**src/rtl/fsr_pkg.sv**
```systemverilog
package fsr_pkg;
  typedef enum logic [2:0] {
    OP_SETB  = 3'd0,
    OP_CLRB  = 3'd1,
    OP_FIMM  = 3'd2,
    OP_MWR   = 3'd3,
    OP_TOCR  = 3'd4,
    OP_MERGE = 3'd5
  } fsr_op_e;

  // LSB positions of the computed summary bits
  localparam int B_CHG = 31;
  localparam int B_ENX = 30;
  localparam int B_INV = 29;

  // distance between an exception bit and its enable
  localparam int EN_GAP = 22;
  // condition-code nibble low bit
  localparam int CC_LO  = 12;
  // condition field that receives record-form status
  localparam logic [2:0] REC_FIELD = 3'd1;

  localparam logic [31:0] STICKY_M = 32'h9FF8_0700;
  localparam logic [31:0] INVSUB_M = 32'h01F8_0700;
  localparam logic [31:0] ENABLE_M = 32'h0000_00F8;
  localparam logic [31:0] CLASS_M  = 32'h0001_F000;
endpackage

```
**src/rtl/fsr_nib_mask.sv**
```systemverilog
module fsr_nib_mask #(
  parameter int FIELDS = 8,
  parameter int NIB    = 4,
  localparam int W     = FIELDS * NIB
) (
  input  logic [FIELDS-1:0] fmask_i,
  output logic [W-1:0]      mask_o
);
  for (genvar i = 0; i < FIELDS; i++) begin : g_nib
    assign mask_o[NIB*i +: NIB] = {NIB{fmask_i[i]}};
  end

  always_comb begin
    assert ($countones(mask_o) == NIB * $countones(fmask_i))
      else $error("assert_nib_expand_R5: nibble mask width mismatch");
  end
endmodule

```
**src/rtl/fsr_exc_merge.sv**
```systemverilog
module fsr_exc_merge
  import fsr_pkg::*;
#(
  parameter int W = 32
) (
  input  logic [W-1:0] old_i,
  input  logic [W-1:0] exc_i,
  output logic [W-1:0] nxt_o
);
  logic [W-1:0] eff;
  logic [W-1:0] en_up;
  logic         new_sticky;
  logic         hit_en;

  always_comb begin
    eff = exc_i;
    if (|(exc_i & INVSUB_M)) eff[B_INV] = 1'b1;
    en_up      = (old_i & ENABLE_M) << EN_GAP;
    new_sticky = |(exc_i & STICKY_M & ~old_i);
    hit_en     = |(eff & en_up);
    nxt_o      = old_i;
    if (|exc_i) begin
      nxt_o[B_CHG] = new_sticky;
      if (hit_en) nxt_o[B_ENX] = 1'b1;
      if (|(exc_i & CLASS_M)) nxt_o = nxt_o & ~CLASS_M;
      nxt_o = nxt_o | eff;
    end
  end

  always_comb begin
    if (|(exc_i & INVSUB_M))
      assert (nxt_o[B_INV]) else $error("assert_inv_summary_R8: invalid summary not set");
    if (exc_i == '0)
      assert (nxt_o == old_i) else $error("assert_zero_report_R6: zero report changed word");
  end
endmodule

```
**src/rtl/fsr_cr_route.sv**
```systemverilog
module fsr_cr_route
  import fsr_pkg::*;
#(
  parameter int FIELDS = 8,
  parameter int NIB    = 4,
  localparam int W     = FIELDS * NIB,
  localparam int FIW   = $clog2(FIELDS)
) (
  input  fsr_op_e          op_i,
  input  logic [W-1:0]     old_i,
  input  logic [W-1:0]     new_i,
  input  logic [FIW-1:0]   fld_idx_i,
  input  logic [FIW-1:0]   crf_idx_i,
  input  logic             rec_i,
  input  logic             cmp_i,
  output logic             valid_o,
  output logic [NIB-1:0]   field_o,
  output logic [FIW-1:0]   idx_o
);
  always_comb begin
    valid_o = 1'b0;
    field_o = '0;
    idx_o   = '0;
    if (op_i == OP_TOCR) begin
      valid_o = 1'b1;
      field_o = old_i[W-1-NIB*int'(fld_idx_i) -: NIB];
      idx_o   = crf_idx_i;
    end else if (op_i == OP_MERGE && cmp_i) begin
      valid_o = 1'b1;
      field_o = new_i[CC_LO +: NIB];
      idx_o   = crf_idx_i;
    end else if (op_i == OP_MERGE && rec_i) begin
      valid_o = 1'b1;
      field_o = new_i[W-1 -: NIB];
      idx_o   = REC_FIELD;
    end
  end
endmodule

```
**src/rtl/fsr_unit.sv**
```systemverilog
module fsr_unit
  import fsr_pkg::*;
#(
  parameter int FIELDS = 8,
  parameter int NIB    = 4,
  localparam int W     = FIELDS * NIB,
  localparam int FIW   = $clog2(FIELDS),
  localparam int BIW   = $clog2(W)
) (
  input  logic              clk,
  input  logic              rst,
  input  logic              cmd_valid_i,
  input  logic [2:0]        cmd_op_i,
  input  logic [BIW-1:0]    bit_idx_i,
  input  logic [FIW-1:0]    fld_idx_i,
  input  logic [FIW-1:0]    crf_idx_i,
  input  logic [NIB-1:0]    imm_i,
  input  logic [FIELDS-1:0] fmask_i,
  input  logic [W-1:0]      wdata_i,
  input  logic [W-1:0]      exc_i,
  input  logic              rec_i,
  input  logic              cmp_i,
  output logic [W-1:0]      fsr_o,
  output logic              trap_o,
  output logic              cr_valid_o,
  output logic [NIB-1:0]    cr_field_o,
  output logic [FIW-1:0]    cr_idx_o
);
  fsr_op_e         op;
  logic [W-1:0]    fsr_q, fsr_d;
  logic [W-1:0]    wr_mask, imm_mask, merged;
  logic [FIELDS-1:0] imm_sel;
  logic [W-1:0]    bit_sel;
  logic            cr_v;
  logic [NIB-1:0]  cr_f;
  logic [FIW-1:0]  cr_i;

  assign op      = fsr_op_e'(cmd_op_i);
  assign imm_sel = FIELDS'(1) << (FIELDS - 1 - int'(fld_idx_i));
  assign bit_sel = W'(1) << (W - 1 - int'(bit_idx_i));

  fsr_nib_mask #(.FIELDS(FIELDS), .NIB(NIB)) u_wr_mask (
    .fmask_i(fmask_i), .mask_o(wr_mask));
  fsr_nib_mask #(.FIELDS(FIELDS), .NIB(NIB)) u_imm_mask (
    .fmask_i(imm_sel), .mask_o(imm_mask));

  fsr_exc_merge #(.W(W)) u_merge (
    .old_i(fsr_q), .exc_i(exc_i), .nxt_o(merged));

  fsr_cr_route #(.FIELDS(FIELDS), .NIB(NIB)) u_route (
    .op_i(op), .old_i(fsr_q), .new_i(merged), .fld_idx_i(fld_idx_i),
    .crf_idx_i(crf_idx_i), .rec_i(rec_i), .cmp_i(cmp_i),
    .valid_o(cr_v), .field_o(cr_f), .idx_o(cr_i));

  logic summary_hit;
  assign summary_hit = bit_sel[B_ENX] | bit_sel[B_INV];

  always_comb begin
    fsr_d = fsr_q;
    unique case (op)
      OP_SETB:  if (!summary_hit) fsr_d = fsr_q | bit_sel;
      OP_CLRB:  if (!summary_hit) fsr_d = fsr_q & ~bit_sel;
      OP_FIMM:  fsr_d = (fsr_q & ~imm_mask) | ({FIELDS{imm_i}} & imm_mask);
      OP_MWR:   fsr_d = (fsr_q & ~wr_mask) | (wdata_i & wr_mask);
      OP_TOCR:  fsr_d = fsr_q & ~(imm_mask & STICKY_M);
      OP_MERGE: fsr_d = merged;
      default:  fsr_d = fsr_q;
    endcase
  end

  always_ff @(posedge clk) begin
    if (rst) begin
      fsr_q      <= '0;
      trap_o     <= 1'b0;
      cr_valid_o <= 1'b0;
      cr_field_o <= '0;
      cr_idx_o   <= '0;
    end else begin
      trap_o     <= 1'b0;
      cr_valid_o <= 1'b0;
      if (cmd_valid_i) begin
        fsr_q      <= fsr_d;
        trap_o     <= fsr_d[B_ENX];
        cr_valid_o <= cr_v;
        if (cr_v) begin
          cr_field_o <= cr_f;
          cr_idx_o   <= cr_i;
        end
      end
    end
  end

  assign fsr_o = fsr_q;

  assert_hold_R13: assert property (@(posedge clk) disable iff (rst)
    !cmd_valid_i |=> $stable(fsr_o));
  assert_trap_flag_R11: assert property (@(posedge clk) disable iff (rst)
    trap_o |-> fsr_o[B_ENX]);
  assert_clear_bit_R2: assert property (@(posedge clk) disable iff (rst)
    (cmd_valid_i && cmd_op_i == 3'd1 && bit_idx_i > 2)
      |=> (fsr_o & (32'h8000_0000 >> $past(bit_idx_i))) == '0);
  assert_summary_locked_R3: assert property (@(posedge clk) disable iff (rst)
    (cmd_valid_i && cmd_op_i <= 3'd1 && (bit_idx_i == 1 || bit_idx_i == 2))
      |=> $stable(fsr_o));
  assert_cr_source_R10: assert property (@(posedge clk) disable iff (rst)
    cr_valid_o |-> $past(cmd_valid_i));
endmodule

```
**config.mk**
```make
export PLATFORM = sky130hd
export DESIGN_NAME = fsr_unit
export DESIGN_NICKNAME = d
export VERILOG_FILES = /design/src/rtl/fsr_pkg.sv /design/src/rtl/fsr_nib_mask.sv /design/src/rtl/fsr_exc_merge.sv /design/src/rtl/fsr_cr_route.sv /design/src/rtl/fsr_unit.sv
export SDC_FILE = /design/constraint.sdc
export NUM_CORES = 1
export LEC_CHECK = 0
export ABC_AREA = 1
export BUFFER_PORTS_ARGS = -buffer_cell sky130_fd_sc_hd__buf_2
export CAP_MARGIN = 5
export CORE_ASPECT_RATIO = 1.25
export CORE_UTILIZATION = 55
export CTS_BUF_LIST = sky130_fd_sc_hd__clkbuf_8
export CTS_CLUSTER_SIZE = 28
export DETAILED_ROUTE_END_ITERATION = 12
export HOLD_SLACK_MARGIN = 0.05
export PLACE_DENSITY_LB_ADDON = 0.1
export SYNTH_ARGS = -nofsm -noshare
export SYNTH_HDL_FRONTEND = slang
export SYNTH_SLANG_ARGS = --single-unit
export TNS_END_PERCENT = 5
```
**constraint.sdc**
```tcl
create_clock -name clk -period 1.6 [get_ports clk]
set_input_delay 0 -clock clk [delete_from_list [all_inputs] [get_ports clk]]
set_output_delay 0 -clock clk [all_outputs]
set_load 0.01 [all_outputs]
```
==> results.toml <==
[status]
status = "finished, final reports clean"

[grt]
grt.total_usage = 0.433
grt_overflow = 0
grt_pass1_vias = 6001
grt_pass1_wl_mm = 30.4
antenna_found_initial = 0
grt_max_degree = 19

[synth]
synth_area_um2 = 4820
ys_ff_latch = 41
yosysTopAreaCell = "nand2_1"
synth_warnings = 0
yosys.cell_types.count = 37
async_flop_share = 0
syn_area_per_cell_um2 = 5.32
yosys-top-cells-area = "nand2_1 (22%), dfxtp_1 (17%), nor2_1 (9.4%)"
synth_edf_count = 0
syn_nets = 1001
synthCells = 906
synthFlopType = "dfxtp_1"
yosysTopAreaCellShare = 0.223
synth_seq_area_share = 0.170

[detailed_routing]
detail_route.drc_violations = 0
vias_per_cell = 5.79
routed_wl_mm = 19.9
routedWlPerCell_um = 16.6
drt_iter0_drc = 903
drt_first_pass_iters = 5
vias = 6945
ant_nets = 0

[clocking]
cts_sinks = 41
insertion_delay_ns = 0.32
clk_path_buf_depth = 2
clockRootBuffer = "clkbuf_8"
cts_tree = "yes"
path_clk_slew_ns = 0.10
cts_buffers = 5
cts-htree-levels = 2
post_cts_buffers = 0

[power_and_ir_drop]
powerDensity_nw_per_um2 = 554
p_leak_nw = 3.29
peakVddDrop_mv = 0.477

[placement]
place_inst = 1187
post-dp-hpwl_mm = 15.8
place_area_um2 = 5930
dp_slack_ns = -0.147
portBuffers = 135
gp_congestion = 1.11

[timing]
grt_setup_unrepaired = "false"
max_freq_mhz = 657
finalCriticalPeriod_ns = 1.52
worst_slack_ns = 0.0772
finalHoldViolations = 0
period_share = 0.952
drv_slew = 0
setup_viol = 0
clock_skew_ns = 0.00650
worstMarginPinSlew_ns = 0.851
finalSetupTns_ns = 0
slew_headroom = 0.431

[final_layout]
antenna_cells = 0
nets = 1176
utilization = 0.726
drive_above_1_share = 0.242
multiInputGateArea_um2 = 3390
regArea_um2 = 821
syn_to_final_growth_pct = 26.3
final_cells = 1199
final_area_um2 = 6090
nFillCells = 812

[min_path]
worstHoldStart = "exc_i[9]"
min_to = "fsr_o[9]$_SDFFE_PP0P_"
hp-class = "primary input to register"
hold_depth = 5

[floorplanning]
core_area_um2 = 8380
die_x_um = 85.7
dieHeight_um = 107
start_util = 0.575
dieArea_um2 = 9150
num_io_pins = 136
num_rows = 37

[setup_path]
worst_ep_arrival_time_ns = 1.75
cp_max_fo = 5
startpoint_type = "register"
critPathLaunch = "fsr_o[3]$_SDFFE_PP0P_"
critPathRequiredTime_ns = 1.82
reg2reg_slack_ns = 0.08
timing.rr.start = "fsr_o[3]$_SDFFE_PP0P_"
endpoint_kind = "register"
rr_endpoint = "fsr_o[30]$_SDFFE_PP0P_"
reg2reg_depth = 8
crit_type = "register to register"

[job]
cap_violations = 0
[power by group]
group          total, mW  leakage, nW  internal (mW)  switching, mW
logic               1.27         2.90          0.480          0.791
clock network      0.931       0.0543          0.468          0.462
registers           1.17        0.336           1.08         0.0874
total               3.37         3.29           2.03           1.34
[stage by stage]
step / power [mW] / hold slack, ns
finish: 3.37 / 0.0766
global route: 3.52 / 0.117
CTS: 3.32 / 0.0666
detailed placement: 2.41 / 0.278
global placement: 2.40 / 0.279
floorplan: 1.88 / 0.164
[cell families after synthesis]
group | share of synthesized area
AO/OA/AOI/OAI | 0.199
buffers and inverters | 0.127
flip-flops | 0.170
multiplexers | 0.00208
AND/OR/NAND/NOR | 0.501
[area by class of cell]
class,instances,area share
Clock buffer,5,0.0113
Tap cell,117,0.0240
Clock inverter,3,0.00761
Timing Repair Buffer,201,0.196
Inverter,112,0.0691
Multi-Input combinational cell,720,0.557
Sequential cell,41,0.135
[sequential cells by signal, summed over array words and instances (netlist names)]
signal,flops
cr_field_o,4
fsr_o,32
trap_o,1
cr_idx_o,3
cr_valid_o,1
[worst max-delay path: stages, from the launching register on]
cell and delay, ns:
dfxtp_1 0.34, inv_1 0.19, o22ai_1 0.13, nor3_1 0.26, nand3_1 0.17, nand2_1 0.09
nand4_1 0.09, nand2_1 0.10, nand2_1 0.06
[Yosys cell counts (4+ instances only)]
cell type and n:
buf_4 8, o21a_1 5, buf_2 14, a22oi_1 4, nand4_1 27, nor2_4 6, nand2_2 4, inv_1 93
dfxtp_1 41, o21ai_1 6, nor2_1 121, o22ai_1 7, or2_2 12, nand3_1 72, o211ai_1 11, o21ai_0 84
nand2_1 287, inv_2 19, clkbuf_1 8, nor3_1 4, a21oi_1 46
[worst max path at each step]
stage	endpoint	cells past startpoint	slack, ns
after floorplan	cr_field_o[3]$_SDFFE_PP0P_	11	0.40
after global placement	fsr_o[7]$_SDFFE_PP0P_	11	-0.13
after detailed placement	fsr_o[17]$_SDFFE_PP0P_	12	-0.15
after CTS	fsr_o[17]$_SDFFE_PP0P_	12	0.16
after global routing	fsr_o[30]$_SDFFE_PP0P_	8	0.05
final	fsr_o[30]$_SDFFE_PP0P_	8	0.08
[cells in the final DEF (no fill, tap or decap), types with 2 or more instances in the layout]
cell,count
nand2_1,287
nand2_4,2
o21ai_0,84
o31ai_1,2
nand2_2,4
buf_4,61
o21a_1,5
o21bai_1,2
buf_2,135
o21ai_1,6
nand3_1,72
nor2_4,6
nor2_1,119
dfxtp_1,41
o22ai_1,7
nand4_4,2
a22oi_1,4
o211ai_1,11
nand3_4,2
o211ai_2,2
nand4_1,27
clkbuf_8,5
a21oi_1,46
or2_2,12
dlygate4sd3_1,4
nor3_1,4
nand3_2,3
inv_1,93
nor2_2,4
inv_2,19
[timing repair]
| action | CTS | global route |
|---|---|---|
| setup endpoints to repair | 0 | 12 |
| hold buffers | 4 | 0 |
| gates resized for setup | 0 | 1 |
| endpoints found under the hold margin | 4 | 0 |
[metal layers]
metal  global-route usage  vias to the layer above  share of wire
met2                0.682                      534           0.44
met1                0.537                     3013           0.37
li1                     -                     3295              -
met5                    0                        -              0
met3               0.0747                      103           0.11
met4                0.295                        0          0.077
No activity file was read; power rests on OpenSTA's default activity.
